--- src/rtl/fu_tag_pkg.sv ---
// Shared constants for the tag-matched front end.
// Assumes a fixed three-bit operation code and two operand ports.
package fu_tag_pkg;
    localparam int OP_W      = 3;
    localparam int OPD_PORTS = 2;

    localparam logic [OP_W-1:0] OP_ADD  = 3'd0;
    localparam logic [OP_W-1:0] OP_SUB  = 3'd1;
    localparam logic [OP_W-1:0] OP_AND  = 3'd2;
    localparam logic [OP_W-1:0] OP_OR   = 3'd3;
    localparam logic [OP_W-1:0] OP_PASS = 3'd4;

    // Which operand ports an operation waits for (bit p = port p).
    function automatic logic [OPD_PORTS-1:0] need_of(input logic [OP_W-1:0] op);
        case (op)
            OP_ADD, OP_SUB, OP_AND, OP_OR: need_of = 2'b11;
            OP_PASS:                       need_of = 2'b01;
            default:                       need_of = 2'b00;
        endcase
    endfunction
endpackage

--- src/rtl/fu_opd_slot.sv ---
// One-entry operand buffer for a single input port.
// Holds a tagged word from acceptance until the issue logic consumes it;
// the port is ready only while empty. Assumes consume only when full.
module fu_opd_slot #(
    parameter int DATA_W = 32,
    parameter int TAG_W  = 8
) (
    input  logic              clk,
    input  logic              rst_n,
    input  logic              in_valid,
    output logic              in_ready,
    input  logic [TAG_W-1:0]  in_tag,
    input  logic [DATA_W-1:0] in_data,
    input  logic              consume,
    output logic              full,
    output logic [TAG_W-1:0]  slot_tag,
    output logic [DATA_W-1:0] slot_data
);
    assign in_ready = !full;

    // Fill on handshake, empty on consume.
    always_ff @(posedge clk) begin
        if (!rst_n) begin
            full      <= 1'b0;
            slot_tag  <= '0;
            slot_data <= '0;
        end else if (in_valid && in_ready) begin
            full      <= 1'b1;
            slot_tag  <= in_tag;
            slot_data <= in_data;
        end else if (consume) begin
            full <= 1'b0;
        end
    end
endmodule

--- src/rtl/fu_tok_hold.sv ---
// Current-token register. Accepts a token when nothing is held and no
// result is pending; tokens for another unit are taken and dropped.
// Releases the token on the fire pulse.
module fu_tok_hold #(
    parameter int          UID_W   = 4,
    parameter int          TAG_W   = 8,
    parameter int          PORT_W  = 2,
    parameter int          OP_W    = 3,
    parameter logic [UID_W-1:0] UNIT_ID = 1
) (
    input  logic              clk,
    input  logic              rst_n,
    input  logic              tok_valid,
    output logic              tok_ready,
    input  logic [UID_W-1:0]  tok_uid,
    input  logic [OP_W-1:0]   tok_op,
    input  logic [TAG_W-1:0]  tok_tag,
    input  logic [UID_W-1:0]  tok_dst_uid,
    input  logic [PORT_W-1:0] tok_dst_port,
    input  logic              tok_inc,
    input  logic              res_busy,
    input  logic              fire,
    output logic              held,
    output logic [OP_W-1:0]   h_op,
    output logic [TAG_W-1:0]  h_tag,
    output logic [UID_W-1:0]  h_dst_uid,
    output logic [PORT_W-1:0] h_dst_port,
    output logic              h_inc
);
    logic take;

    // Accept only when idle and the output stage is free.
    assign tok_ready = !held && !res_busy;
    assign take      = tok_valid && tok_ready && (tok_uid == UNIT_ID);

    // Hold the token fields until the operation fires.
    always_ff @(posedge clk) begin
        if (!rst_n) begin
            held       <= 1'b0;
            h_op       <= '0;
            h_tag      <= '0;
            h_dst_uid  <= '0;
            h_dst_port <= '0;
            h_inc      <= 1'b0;
        end else if (take) begin
            held       <= 1'b1;
            h_op       <= tok_op;
            h_tag      <= tok_tag;
            h_dst_uid  <= tok_dst_uid;
            h_dst_port <= tok_dst_port;
            h_inc      <= tok_inc;
        end else if (fire) begin
            held <= 1'b0;
        end
    end
endmodule

--- src/rtl/fu_exec_out.sv ---
// Single-cycle integer operation and result register with valid/ready.
// Computes on the fire pulse and holds the result until it is taken.
// Assumes fire is never raised while a result is pending.
module fu_exec_out #(
    parameter int DATA_W = 32,
    parameter int TAG_W  = 8,
    parameter int UID_W  = 4,
    parameter int PORT_W = 2,
    parameter int OP_W   = 3
) (
    input  logic              clk,
    input  logic              rst_n,
    input  logic              fire,
    input  logic [OP_W-1:0]   op,
    input  logic [DATA_W-1:0] a,
    input  logic [DATA_W-1:0] b,
    input  logic [TAG_W-1:0]  tag,
    input  logic              inc,
    input  logic [UID_W-1:0]  dst_uid,
    input  logic [PORT_W-1:0] dst_port,
    input  logic              res_ready,
    output logic              res_valid,
    output logic [DATA_W-1:0] res_data,
    output logic [TAG_W-1:0]  res_tag,
    output logic [UID_W-1:0]  res_dst_uid,
    output logic [PORT_W-1:0] res_dst_port
);
    import fu_tag_pkg::*;

    logic [DATA_W-1:0] alu_y;
    logic [TAG_W-1:0]  tag_next;

    // Operation select.
    always_comb begin
        case (op)
            OP_ADD:  alu_y = a + b;
            OP_SUB:  alu_y = a - b;
            OP_AND:  alu_y = a & b;
            OP_OR:   alu_y = a | b;
            OP_PASS: alu_y = a;
            default: alu_y = '0;
        endcase
    end

    // Result tag, wrapping at the tag width.
    assign tag_next = tag + {{(TAG_W-1){1'b0}}, inc};

    // Load on fire, clear valid on handshake.
    always_ff @(posedge clk) begin
        if (!rst_n) begin
            res_valid    <= 1'b0;
            res_data     <= '0;
            res_tag      <= '0;
            res_dst_uid  <= '0;
            res_dst_port <= '0;
        end else if (fire) begin
            res_valid    <= 1'b1;
            res_data     <= alu_y;
            res_tag      <= tag_next;
            res_dst_uid  <= dst_uid;
            res_dst_port <= dst_port;
        end else if (res_valid && res_ready) begin
            res_valid <= 1'b0;
        end
    end
endmodule

--- src/rtl/fu_tag_frontend.sv ---
// Tag-matched functional unit front end. Buffers one token and one operand
// per port, fires when all needed operands carry the token's tag and the
// output is free, and emits a routed, retagged result.
// Assumes sources keep offers stable until their handshake.
module fu_tag_frontend #(
    parameter int DATA_W  = 32,
    parameter int TAG_W   = 8,
    parameter int UID_W   = 4,
    parameter int PORT_W  = 2,
    parameter logic [UID_W-1:0] UNIT_ID = 1
) (
    input  logic                                   clk,
    input  logic                                   rst_n,
    input  logic                                   tok_valid,
    output logic                                   tok_ready,
    input  logic [UID_W-1:0]                       tok_uid,
    input  logic [2:0]                             tok_op,
    input  logic [TAG_W-1:0]                       tok_tag,
    input  logic [UID_W-1:0]                       tok_dst_uid,
    input  logic [PORT_W-1:0]                      tok_dst_port,
    input  logic                                   tok_inc,
    input  logic [1:0]                             opd_valid,
    output logic [1:0]                             opd_ready,
    input  logic [2*TAG_W-1:0]                     opd_tag,
    input  logic [2*DATA_W-1:0]                    opd_data,
    output logic                                   res_valid,
    input  logic                                   res_ready,
    output logic [DATA_W-1:0]                      res_data,
    output logic [TAG_W-1:0]                       res_tag,
    output logic [UID_W-1:0]                       res_dst_uid,
    output logic [PORT_W-1:0]                      res_dst_port
);
    import fu_tag_pkg::*;

    localparam int NP = OPD_PORTS;

    logic              held;
    logic [OP_W-1:0]   h_op;
    logic [TAG_W-1:0]  h_tag;
    logic [UID_W-1:0]  h_dst_uid;
    logic [PORT_W-1:0] h_dst_port;
    logic              h_inc;
    logic              fire;
    logic [NP-1:0]     need;
    logic [NP-1:0]     match;
    logic [NP-1:0]     slot_full;
    logic [NP-1:0]     consume;
    logic [TAG_W-1:0]  slot_tag  [NP];
    logic [DATA_W-1:0] slot_data [NP];

    fu_tok_hold #(
        .UID_W(UID_W), .TAG_W(TAG_W), .PORT_W(PORT_W),
        .OP_W(OP_W), .UNIT_ID(UNIT_ID)
    ) u_tok (
        .clk(clk), .rst_n(rst_n),
        .tok_valid(tok_valid), .tok_ready(tok_ready),
        .tok_uid(tok_uid), .tok_op(tok_op), .tok_tag(tok_tag),
        .tok_dst_uid(tok_dst_uid), .tok_dst_port(tok_dst_port),
        .tok_inc(tok_inc), .res_busy(res_valid), .fire(fire),
        .held(held), .h_op(h_op), .h_tag(h_tag),
        .h_dst_uid(h_dst_uid), .h_dst_port(h_dst_port), .h_inc(h_inc)
    );

    // Operands the held operation waits for.
    assign need = need_of(h_op);

    for (genvar p = 0; p < NP; p++) begin : g_port
        fu_opd_slot #(.DATA_W(DATA_W), .TAG_W(TAG_W)) u_slot (
            .clk(clk), .rst_n(rst_n),
            .in_valid(opd_valid[p]), .in_ready(opd_ready[p]),
            .in_tag(opd_tag[p*TAG_W +: TAG_W]),
            .in_data(opd_data[p*DATA_W +: DATA_W]),
            .consume(consume[p]), .full(slot_full[p]),
            .slot_tag(slot_tag[p]), .slot_data(slot_data[p])
        );

        // Port is satisfied when not needed or holding the token's tag.
        assign match[p]   = !need[p] || (slot_full[p] && slot_tag[p] == h_tag);
        assign consume[p] = fire && need[p];
    end

    // Issue condition: token held, all operands matched, output free.
    assign fire = held && !res_valid && (&match);

    fu_exec_out #(
        .DATA_W(DATA_W), .TAG_W(TAG_W), .UID_W(UID_W),
        .PORT_W(PORT_W), .OP_W(OP_W)
    ) u_exec (
        .clk(clk), .rst_n(rst_n), .fire(fire), .op(h_op),
        .a(slot_data[0]), .b(slot_data[1]), .tag(h_tag), .inc(h_inc),
        .dst_uid(h_dst_uid), .dst_port(h_dst_port),
        .res_ready(res_ready), .res_valid(res_valid),
        .res_data(res_data), .res_tag(res_tag),
        .res_dst_uid(res_dst_uid), .res_dst_port(res_dst_port)
    );
endmodule

--- config.mk ---
export PLATFORM = sky130hd
export DESIGN_NAME = fu_tag_frontend
export DESIGN_NICKNAME = d
export VERILOG_FILES = /design/src/rtl/fu_tag_pkg.sv /design/src/rtl/fu_opd_slot.sv /design/src/rtl/fu_tok_hold.sv /design/src/rtl/fu_exec_out.sv /design/src/rtl/fu_tag_frontend.sv
export SDC_FILE = /design/constraint.sdc
export NUM_CORES = 1
export LEC_CHECK = 0
export ABC_AREA = 1
export BUFFER_PORTS_ARGS = -buffer_cell sky130_fd_sc_hd__buf_2
export CAP_MARGIN = 10
export CORE_UTILIZATION = 57
export CTS_BUF_LIST = sky130_fd_sc_hd__clkbuf_8 sky130_fd_sc_hd__clkbuf_16
export DETAILED_ROUTE_END_ITERATION = 16
export PLACE_DENSITY = 0.81
export SETUP_SLACK_MARGIN = 0.5
export SYNTH_ARGS = -nofsm -noshare
export SYNTH_HDL_FRONTEND = slang
export SYNTH_SLANG_ARGS = --single-unit
--- constraint.sdc ---
create_clock -name clk -period 3.64 [get_ports clk]
set_input_delay 0.728 -clock clk [delete_from_list [all_inputs] [get_ports clk]]
set_output_delay 0.728 -clock clk [all_outputs]
set_load 0.05 [all_outputs]
Word-level counts from Yosys, hierarchy flattened
Index checks and enable logic that the tools add are counted.

Register bits after elaboration: 148. Bits of input ports: 108. Logic and storage cells: 66.

$add $sub $neg: 3. Equality and inequality tests: 7. Muxes and demuxes: 10. Bitwise logic cells: 2. Reductions and logical operators: 27.

Operators by type and width (number): case mux 32 bit (5 select lines) (1); adder 32 bit (1); AND 32 bit (1); OR 32 bit (1); subtractor 32 bit (1); == test 8 bit (2); logical AND 1 bit (12); adder 8 x 1 -> 8 bit (1); 2-to-1 mux 1 bit (8); nonzero test 2 bit (4); == test 3 x 2 -> 1 bit, second input constant (2); zero test 1 bit (6); == test 4 x 1 -> 1 bit, second input constant (1); case mux 2 bit (2 select lines) (1); OR reduction 4 bit (1); == test 3 x 1 -> 1 bit, second input constant (1); == test 3 bit, second input constant (1); zero test 3 bit (1); logical OR 1 bit (2); AND reduction 2 bit (1).

Logic depth before layout (Yosys ltp)
Gate-level depths: netlist (run 1).

Depth in word-level cells: 10. Depth in mapped cells: 26. Mapped depth without buffers: 26.

By module
A second synthesis (run 1) with hierarchy kept.

Cell total of the unflattened synthesis: 1809. Area, all modules: 10691.5 um^2.

By module, submodules not included: fu_exec_out (instances 1, cells each 1027, area an instance 5805.6 um^2, sequential area each 940.9 um^2); fu_opd_slot (instances 2, cells each 265, area an instance 1764.2 um^2, sequential area each 820.8 um^2); fu_tok_hold (instances 1, cells each 134, area an instance 872.1 um^2, sequential area each 380.4 um^2); fu_tag_frontend (instances 1, cells each 118, area an instance 485.5 um^2, sequential area each 0.0 um^2).

Worst setup path before layout (run 1)
OpenSTA, ideal clock, no wires.

Path kind: register to register. Start point: reg g_port[1].u_slot.slot_data[0]. End point: reg u_exec.res_data[13]. Setup time: 132 ps. Arrival: 2664 ps. Required time: 3508 ps. Path slack: 844 ps. Stages on the path, launching flop included: 21. Buffers on the path: 0. Period minus slack after synthesis: 2796 ps. Cells stage by stage: dfxtp_1 > inv_1 > ha_1 > inv_1 > nor2_1 > nand2_1 > o31ai_1 > o21ai_0 > xor2_1 > ha_1 > nand2_1 > inv_1 > nand2_1 > nand3_1 > a21oi_1 > nand2_1 > or2_2 > nand3_1 > nand2_1 > nand2_1 > a21oi_1.

Longest elaborated chain between the ends: 2.

RTL lines: from (decl) (line fu_opd_slot.sv:17) `output logic [DATA_W-1:0] slot_data`; from (signal assigned) (line fu_opd_slot.sv:30) `slot_data <= in_data;`; subtractor 32 bit or adder 32 bit (tied branches) (line fu_exec_out.sv:37, fu_exec_out.sv:36); case mux 32 bit (5 select lines) (*) (line fu_exec_out.sv:35) `case (op)`; to (signal assigned) (line fu_exec_out.sv:58) `res_data <= alu_y;`; to (decl) (line fu_exec_out.sv:23) `output logic [DATA_W-1:0] res_data,`.

Mark *: on every way between the ends. The rest lies on a longest branch, timed or not. A chain may end at the register's enable or synchronous reset.

Worst setup path after layout (run 1)
Start point: reg g_port[1].u_slot.slot_data[4]. End point: reg u_exec.res_data[31].

The elaborated chain is that of the path after synthesis.

==> results.py, run 1 <==
metrics = {
    "floorplan": {
        "die_area_sq_um": 16800,
        "fp.dieW_um": 130,
        "rows": 46,
        "floorplan.initialDensity_pct": 58.5,
        "coreArea_sq_um": 15900,
        "io_pins": 158,
        "die_h_um": 130,
    },
    "job": {
        "cap_violations": 0,
    },
    "detailed_routing": {
        "drc": 0,
        "via_count": 10500,
        "drt_pre_antenna_iters": 6,
        "wl_per_cell_um": 17.2,
        "drt_iter0_markers": 894,
        "viasPerCell": 5.59,
        "ant_nets": 0,
        "routed_wl_um": 32500,
    },
    "clock_network": {
        "root_buffer": "clkbuf_16",
        "h-tree-depth": 4,
        "clk_pin_slew_worst_paths_ns": 0.07,
        "clk_latency_ns": 0.45,
        "cts_tree": "built",
        "cts_buffers": 17,
        "clk_path_buf_depth": 2,
        "cts.sinks": 148,
        "ctsHoldBuffers": 0,
    },
    "setup_path": {
        "required_ns": 4.02,
        "arrival_ns": 3.53,
        "crit_fanout": 4,
        "end_kind": "flop",
        "crit_top_cell": "nand2_1",
        "path_cells": "nor2_4 > nand3_4 > nor2_4 > nand4_1 > nand2_2 > o21ai_4 > a21oi_2 > buf_4 > o211ai_1 > xor2_1 > ha_1 > nand2_2 > a21oi_1 > nor2_1 > nand2_1 > inv_1 > nand2_2 > a21oi_2 > nand2_1 > nand3_1 > nand2_1 > nand2_1 > a21oi_2",
        "crit_start": "g_port[1].u_slot.slot_data[4]",
        "max_stage_delay_ns": 0.37,
        "crit_slowest_cell": "dfxtp_4",
        "start_kind": "flop",
        "rr_startpoint": "g_port[1].u_slot.slot_data[4]",
        "r2r_cells": 23,
        "worstSetupPathType": "reg2reg",
    },
    "cells_and_area": {
        "syn2layout_area_growth_pct": 26.2,
        "instances_no_fill": 1883,
        "postLayoutCellArea_sq_um": 11700,
        "diodes": 0,
        "n_fill_cell": 1319,
        "drive_gt1_share_pct": 23.6,
        "fin_util_pct": 73.9,
        "nets": 1799,
    },
    "synthesis": {
        "synth_warnings": 0,
        "synth_edf_count": 0,
        "ys_top_cells_by_area": "dfxtp_1, nand2_1, nor2_1",
        "synth_nets": 1631,
        "synth_area_leader_cell": "dfxtp_1",
        "ys_types": 44,
        "synth-seq-area-share_pct": 31.9,
        "synth_commonest_cells": "nand2_1, nor2_1, inv_1, dfxtp_1, o21ai_0",
        "synth_cells": 1486,
        "ys.flop_type": "dfxtp_1",
        "synthesis.area_sq_um": 9300,
        "avgSynthCellArea_sq_um": 6.26,
        "synth.most_common_cell": "nand2_1",
        "ys_async_sr_fraction_pct": 0,
        "synth-seq-cells": 148,
        "yosysTopAreaCellShare_pct": 31.9,
    },
    "timing": {
        "finalHoldViolCount": 0,
        "rsz0062_at_grt": "true",
        "min_period_ns": 3.16,
        "finClkSkew_ns": 0.0119,
        "fmax_mhz": 317,
        "setup_ws_ns": 0.483,
        "worst_slew_pin_slew_ns": 1.06,
        "setup_viol_count_final": 0,
        "drv_slew": 0,
        "maxSlewHeadroom_pct": 29.0,
        "period_share_pct": 86.7,
    },
    "place": {
        "port_buffers": 157,
        "pre_cts_ws_ns": -0.00494,
        "gp_congestion": 1.03,
        "hpwl_um": 22700,
        "dp.cells": 1819,
        "placed_area_sq_um": 10200,
    },
    "min_path": {
        "hold_path.class": "reg2reg",
        "holdPathStages": 2,
        "min_from": "u_exec.res_data[5]",
    },
    "pwr": {
        "peakVddDrop_uv": 379,
        "swShare_pct": 36.7,
        "pwr-share-clk_pct": 35.4,
        "power.density_nw_per_um2": 430,
        "combPwrFrac_pct": 29.0,
        "p_leak_uw": 0.00566,
        "seqPwrFrac_pct": 35.6,
        "p_int_uw": 3190,
        "p_sw_uw": 1850,
    },
    "grt": {
        "track_usage_pct": 37.5,
        "grt_pass1_wl_um": 47700,
        "first_global_vias": 9301,
        "antenna_found_initial": 0,
        "grt_max_degree": 68,
        "grt-ovfl-total": 0,
    },
    "status": {
        "outcome": "finished clean",
    },
}
what timing repair did:
action	4_1_cts	5_1_grt
pin swaps	19	43
setup buffers	15	17
resized for setup	49	122
setup endpoints to repair	20	25
state kept, by name, summed over array words and instances (netlist names):
signal and count:
g_port.u_slot.slot_data 64, u_exec.res_data 32, g_port.u_slot.slot_tag 16, u_exec.res_tag 8
u_tok.h_tag 8, u_exec.res_dst_uid 4, u_tok.h_dst_uid 4, u_tok.h_op 3
g_port.u_slot.full 2, u_exec.res_dst_port 2, u_tok.h_dst_port 2, u_exec.res_valid 1
u_tok.h_inc 1, u_tok.held 1
through the flow:
step	TNS, ns	hold WS, ns	total power, uW
finish	0	0.462	5050
detailed placement	-0.00494	0.454	3000
global placement	0	0.449	2990
CTS	0	0.464	4840
global route	0	0.480	5260
floorplan	0	0.439	2620
power groups by stage:
stage	clock (uW)	sequential (uW)	combinational [uW]
global placement	0	1810	1170
floorplan	0	1790	831
finish	1790	1800	1460
CTS	1790	1780	1260
detailed placement	0	1820	1190
global route	1860	1800	1590
path summary, 6_finish.rpt:
path	to	slack [ns]
setup / recovery	u_exec.res_data[31]	0.48
setup reg to reg	u_exec.res_data[31]	0.48
hold / removal	u_exec.res_data[5]	0.46
hold reg to reg	u_exec.res_data[5]	0.46
critical path, delay by kind of cell, from the launching register on:
| family | cells | cell delay [ns] |
|---|---|---|
| xor+xnor | 1 | 0.20 |
| buf+inv | 2 | 0.19 |
| flops | 1 | 0.37 |
| fa+ha+maj | 1 | 0.35 |
| simple gates | 13 | 1.26 |
| compound gates | 6 | 0.71 |
cell usage in the layout (no fill, tap or decap), drive strengths merged, types with 7 or more instances in the layout:
| master | synthesis | routed |
|---|---|---|
| nand2 | 400 | 400 |
| buf | 17 | 210 |
| nor2 | 192 | 192 |
| inv | 174 | 183 |
| dfxtp | 148 | 148 |
| o21ai | 146 | 146 |
| a21oi | 140 | 140 |
| nand3 | 58 | 58 |
| ha | 36 | 36 |
| xor2 | 34 | 34 |
| clkbuf | 44 | 17 |
| or2 | 11 | 11 |
| a22oi | 10 | 10 |
| xnor2 | 10 | 10 |
| nor3 | 10 | 10 |
| nand4 | 9 | 9 |
| nand3b | 9 | 9 |
| o22ai | 7 | 7 |
| o21bai | 7 | 7 |
| clkinv | 2 | 7 |
final cells by class:
class	instances	area (sq um)	share of cell area, %
Sequential cell	148	2980	25.4
Timing Repair Buffer	210	1210	10.3
Clock buffer	17	425	3.62
Tap cell	216	270	2.30
Multi-Input combinational cell	1101	6010	51.2
Inverter	176	669	5.70
Clock inverter	15	175	1.49
logic make-up after synthesis:
group	count (synthesis)	synth area share, %
xor+xnor	44	4.14
flops	148	31.9
compound gates	325	18.5
fa+ha+maj	37	5.06
buf+inv	237	10.2
simple gates	695	30.2
layer usage:
layer  track usage (%)  vias to the layer above  wire, um
li1                  -                     5102         -
met1              46.5                     4774     12900
met2              61.8                      548     15300
met3              6.72                      108      2530
met4              20.2                        0      1680
met5                 0                        -         0
(Power assumes the default switching activity.)
==> run 2, diff against run 1 <==
Settings changed: REMOVE_ABC_BUFFERS set to 1.
==> run 2 against run 1 <==
Compared with the run above: global-route usage grew 0.075 points; utilization fell by 0.90 points; fmax down 1.8%; cell area down 1.2%; clock skew decreased by 0.0028 ns; critical path type unchanged; largest power group is now clock.
==> results.py, run 2 (synthesized netlist as in run 1, its figures left out) <==
metrics = {
    "clock_network": {
        "clk_path_buf_depth": 2,
        "cts_buffers": 17,
        "ctsHoldBuffers": 0,
        "h-tree-depth": 4,
        "clk_pin_slew_worst_paths_ns": 0.07,
        "cts.sinks": 148,
        "cts_tree": "built",
        "clk_latency_ns": 0.43,
        "root_buffer": "clkbuf_16",
    },
    "setup_path": {
        "crit_family": "simple AND/OR/NAND/NOR gates",
        "arrival_ns": 3.58,
        "reg2reg_to": "u_exec.res_data[25]",
        "max_stage_delay_ns": 0.36,
        "cp.buffers_inverters": 4,
        "crit_slowest_cell": "dfxtp_4",
        "crit_start": "g_port[1].u_slot.slot_data[0]",
        "path_cells": "inv_4 > ha_4 > inv_4 > nor2_4 > nand4_1 > nand3b_1 > buf_4 > buf_6 > nand2_4 > xor2_2 > ha_4 > nand2_2 > nand2_2 > o21bai_4 > a21oi_2 > nand3_1 > nand2_1 > nand3_2 > nand2_2 > nand2_1 > a21oi_1",
        "endpoint": "u_exec.res_data[25]",
        "crit_top_cell": "nand2_2",
        "cp.depth": 21,
        "worstSetupPathType": "reg2reg",
        "rr_startpoint": "g_port[1].u_slot.slot_data[0]",
        "rrSetupSlack_ns": 0.43,
        "r2r_cells": 21,
        "crit_fanout": 4,
        "end_kind": "flop",
        "start_kind": "flop",
        "required_ns": 4.01,
    },
    "cells_and_area": {
        "nets": 1793,
        "n_fill_cell": 1357,
        "final_common_cell": "nand2_1",
        "syn2layout_area_growth_pct": 24.7,
        "top_regs": "g_port.u_slot.slot_data x64, u_exec.res_data x32, g_port.u_slot.slot_tag x16",
        "instances_no_fill": 1879,
        "largest_register": "g_port.u_slot.slot_data",
        "largest_register_ffs": 64,
        "drive_gt1_share_pct": 23.5,
        "mostFrequentLayoutCells": "nand2_1, inv_1, nor2_1",
    },
    "floorplan": {
        "die_h_um": 130,
        "coreArea_sq_um": 15900,
        "fp.dieW_um": 130,
        "io_pins": 158,
        "floorplan.initialDensity_pct": 58.5,
        "rows": 46,
        "die_area_sq_um": 16800,
    },
    "timing": {
        "setup_viol_count_final": 0,
        "drv_slew": 0,
        "fmax_mhz": 311,
        "setup_ws_ns": 0.426,
        "maxSlewHeadroom_pct": 26.1,
        "hold_ws_ns": 0.458,
        "rsz0062_at_grt": "true",
        "finalHoldViolCount": 0,
        "worst_slew_pin_slew_ns": 1.10,
        "finClkSkew_ns": 0.00916,
        "tns_ns": 0,
        "period_share_pct": 88.3,
        "min_period_ns": 3.21,
    },
    "place": {
        "pre_cts_ws_ns": 0.184,
        "dp.cells": 1816,
        "port_buffers": 157,
        "hpwl_um": 22400,
        "gp_congestion": 1.00,
    },
    "pwr": {
        "p_int_uw": 3220,
        "power.density_nw_per_um2": 435,
        "peakVddDrop_uv": 342,
        "p_sw_uw": 1820,
        "seqPwrFrac_pct": 35.6,
        "pwr-share-clk_pct": 35.7,
        "swShare_pct": 36.1,
        "combPwrFrac_pct": 28.7,
        "p_leak_uw": 0.00560,
    },
    "min_path": {
        "hold_path.class": "reg2reg",
        "min_from": "u_tok.h_dst_uid[2]",
    },
    "grt": {
        "antenna_found_initial": 1,
        "grt-ovfl-total": 0,
        "first_global_vias": 9383,
        "track_usage_pct": 37.5,
        "grt_pass1_wl_um": 48100,
        "grt_max_degree": 52,
    },
    "job": {
        "cap_violations": 0,
    },
    "detailed_routing": {
        "routed_wl_um": 32400,
        "via_count": 10700,
        "ant_nets": 0,
        "wl_per_cell_um": 17.2,
        "drc": 0,
        "viasPerCell": 5.69,
        "drt_pre_antenna_iters": 6,
        "drt_iter0_markers": 964,
    },
    "status": {
        "outcome": "finished clean",
    },
}
-- run 2: power groups by stage --
stage          combinational [uW]  clock [uW]  sequential (uW)
2_1_floorplan                 803           0             1790
3_3_place_gp                 1150           0             1810
3_5_place_dp                 1160           0             1820
4_1_cts                      1240        1790             1780
5_1_grt                      1570        1870             1800
6_report                     1450        1800             1790
-- run 2: worst min path at each step --
| stage | to | depth (start not counted) |
|---|---|---|
| after floorplan | u_exec.res_dst_port[0] | 2 |
| after global placement | u_exec.res_dst_port[0] | 2 |
| after detailed placement | u_exec.res_dst_uid[2] | 2 |
| after CTS | u_exec.res_dst_uid[2] | 2 |
| after global routing | u_exec.res_dst_uid[0] | 2 |
| final | u_exec.res_dst_uid[2] | 2 |
-- run 2: cell type report --
class / count / area [sq um] / share of cell area (%)
Antenna cell: 2 / 5.00 / 0.0432
Clock inverter: 15 / 156 / 1.35
Sequential cell: 148 / 2980 / 25.7
Clock buffer: 17 / 425 / 3.67
Timing Repair Buffer: 204 / 1140 / 9.85
Multi-Input combinational cell: 1101 / 5950 / 51.3
Tap cell: 216 / 270 / 2.33
Inverter: 176 / 669 / 5.77
-- run 2: per-layer routing --
layer  GRT usage [%]  share of wire (%)  wire [um]  up-vias
met5               0                  0          0        -
met4            12.9                3.0        981        0
met3            6.81                9.6       3120       88
met2            59.2                 45      14700      600
met1            51.5                 42      13600     4916
li1                -                  -          -     5092
-- run 2: repair_timing --
action / CTS / global route
endpoints found under the setup margin: 22 / 24
pin swaps: 27 / 45
gates cloned: 0 / 0
resized for setup: 61 / 107
buffers inserted: 8 / 21
-- run 2: tightest hold or removal path: cells and delay by family, from the launching register on --
kind	cells	cell delay (ns)
flip-flops	1	0.31
AO/OA/AOI/OAI	1	0.05
AND/OR/NAND/NOR	1	0.06
-- run 2: through the flow --
step | util [%] | total power [uW] | area (sq um)
final | 73.0 | 5040 | 11600
after global routing | 73.0 | 5250 | 11600
after CTS | 69.6 | 4820 | 11100
after detailed placement | 64.3 | 2980 | 10200
after global placement | 64.3 | 2970 | 10200
after floorplan | - | 2590 | 9010
==> run 3, diff against run 2 <==
Settings changed: CORE_UTILIZATION 57 to 52, PLACE_DENSITY 0.81 to 0.78.
Clock period 3.64 ns to 2.75 ns, I/O delays scaled along.
==> run 3 against run 2 <==
Compared with the run above: cell count up 7.0%; clock skew up 0.0084 ns; highest routed layer unchanged; combinational power increased by 70%; the flow now finishes with violations (setup timing); sequential share of layout area down 2.9 points; flip-flop and latch count unchanged; largest power group is now combinational logic; non-clock buffer count is 124 higher; critical path depth is 2 higher.
==> results.py, run 3 (synthesized netlist as in run 1, its figures left out) <==
metrics = {
    "floorplan": {
        "floorplan.initialDensity_pct": 53.6,
        "fp.dieW_um": 136,
        "die_h_um": 136,
        "io_pins": 158,
        "rows": 48,
        "die_area_sq_um": 18400,
        "coreArea_sq_um": 17400,
    },
    "setup_path": {
        "max_stage_delay_ns": 0.36,
        "arrival_ns": 3.56,
        "path_cells": "buf_6 > nor2_4 > nand3_2 > nor2_4 > nand4_1 > nand2_1 > o21ai_2 > a21oi_2 > buf_4 > o211ai_1 > xor2_1 > ha_1 > a21o_1 > nor2_2 > nand2_1 > inv_2 > nand2_2 > a21oi_2 > nand2_1 > nand3_1 > nand2_1 > nand2_1 > a21oi_2",
        "end_kind": "flop",
        "crit_fanout": 3,
        "worstSetupPathType": "reg2reg",
        "crit_top_cell": "nand2_1",
        "required_ns": 3.06,
        "crit_slowest_cell": "ha_1",
        "start_kind": "flop",
    },
    "clock_network": {
        "cts_buffers": 17,
        "clk_path_buf_depth": 2,
        "cts_tree": "built",
        "root_buffer": "clkbuf_16",
        "cts.sinks": 148,
        "clk_latency_ns": 0.45,
        "clk_pin_slew_worst_paths_ns": 0.07,
        "h-tree-depth": 4,
    },
    "cells_and_area": {
        "largest_register": "g_port.u_slot.slot_data",
        "top_regs": "g_port.u_slot.slot_data x64, u_exec.res_data x32, g_port.u_slot.slot_tag x16",
        "final_common_cell": "nand2_1",
        "instances_no_fill": 2011,
        "drive_gt1_share_pct": 32.1,
        "syn2layout_area_growth_pct": 40.2,
        "fin_util_pct": 75.1,
        "mostFrequentLayoutCells": "nand2_1, nor2_1, buf_2",
        "postLayoutCellArea_sq_um": 13000,
        "largest_register_ffs": 64,
        "nets": 1917,
    },
    "place": {
        "placed_area_sq_um": 11300,
        "pre_cts_ws_ns": -0.698,
        "hpwl_um": 23900,
        "dp.cells": 1956,
        "gp_congestion": 0.997,
        "port_buffers": 157,
    },
    "grt": {
        "track_usage_pct": 37.2,
        "grt_pass1_wl_um": 52400,
        "grt-ovfl-total": 0,
        "grt_max_degree": 52,
        "first_global_vias": 10200,
        "antenna_found_initial": 0,
    },
    "timing": {
        "rsz0062_at_grt": "true",
        "period_share_pct": 118,
        "finalHoldViolCount": 0,
        "drv_slew": 0,
        "setup_ws_ns": -0.493,
        "fmax_mhz": 308,
        "min_period_ns": 3.24,
        "worst_slew_pin_slew_ns": 1.00,
        "finClkSkew_ns": 0.0176,
        "maxSlewHeadroom_pct": 33.2,
        "setup_viol_count_final": 24,
    },
    "job": {
        "cap_violations": 0,
    },
    "detailed_routing": {
        "viasPerCell": 5.48,
        "drt_iter0_markers": 882,
        "ant_nets": 0,
        "drt_pre_antenna_iters": 5,
        "drc": 0,
        "wl_per_cell_um": 17.0,
        "routed_wl_um": 34100,
        "via_count": 11000,
    },
    "status": {
        "violations": "setup timing",
        "outcome": "finished, violations left",
    },
    "pwr": {
        "peakVddDrop_uv": 470,
        "power.density_nw_per_um2": 556,
        "p_leak_uw": 0.00635,
    },
    "min_path": {
        "hold_path.class": "in2reg",
    },
}
run 3: layer usage:
layer	global-route usage (%)	wire length, um	vias to the layer above
met3	5.80	2810	63
met5	0	0	-
met2	62.0	16100	500
li1	-	-	5342
met1	48.5	14500	5123
met4	12.9	717	0
run 3: stage by stage:
stage          total power (uW)  TNS, ns  hold slack, ns
2_1_floorplan              3430   -0.906           0.441
3_3_place_gp               4290   -11.31           0.448
5_1_grt                    7570   -12.53           0.353
3_5_place_dp               4310   -11.97           0.452
4_1_cts                    6990    -7.23           0.342
6_report                   7250    -8.04           0.349
run 3: critical path, delay by kind of cell, from the launching register on:
kind,cells,cell delay [ns]
AND/OR/NAND/NOR,12,1.25
buffers and inverters,3,0.35
AO/OA/AOI/OAI,6,0.66
XOR/XNOR,1,0.16
adder cells (fa/ha/maj),1,0.36
flip-flops,1,0.34
run 3: final timing paths:
kind	end	cells past startpoint	slack (ns)	startpoint
max reg2reg	u_exec.res_data[31]	23	-0.49	g_port[1].u_slot.slot_data[4]
min reg2reg	u_exec.res_data[17]	2	0.46	u_exec.res_data[17]
min	u_exec.res_valid	4	0.35	res_ready
max	u_exec.res_data[31]	23	-0.49	g_port[1].u_slot.slot_data[4]
run 3: area by class of cell:
class	instances	area, sq um
multi-input combinational	1101	6330
fill	1383	4320
sequential	148	2970
timing repair buffer	328	2170
inverter	176	672
clock buffer	17	425
tap	225	282
clock inverter	15	178
antenna	1	2.50
run 3: what timing repair did:
| action | in CTS | in global routing |
|---|---|---|
| pin swaps | 51 | 44 |
| hold buffers | 0 | 0 |
| buffers inserted | 13 | 9 |
| resized for setup | 155 | 110 |
| setup endpoints to repair | 33 | 31 |
run 3: power breakdown:
group / internal, uW / switching (uW) / leakage, uW
combinational: 1100 / 1370 / 0.00485
clock: 1230 / 1190 / 0.000293
sequential: 2250 / 111 / 0.00121
total: 4580 / 2670 / 0.00635
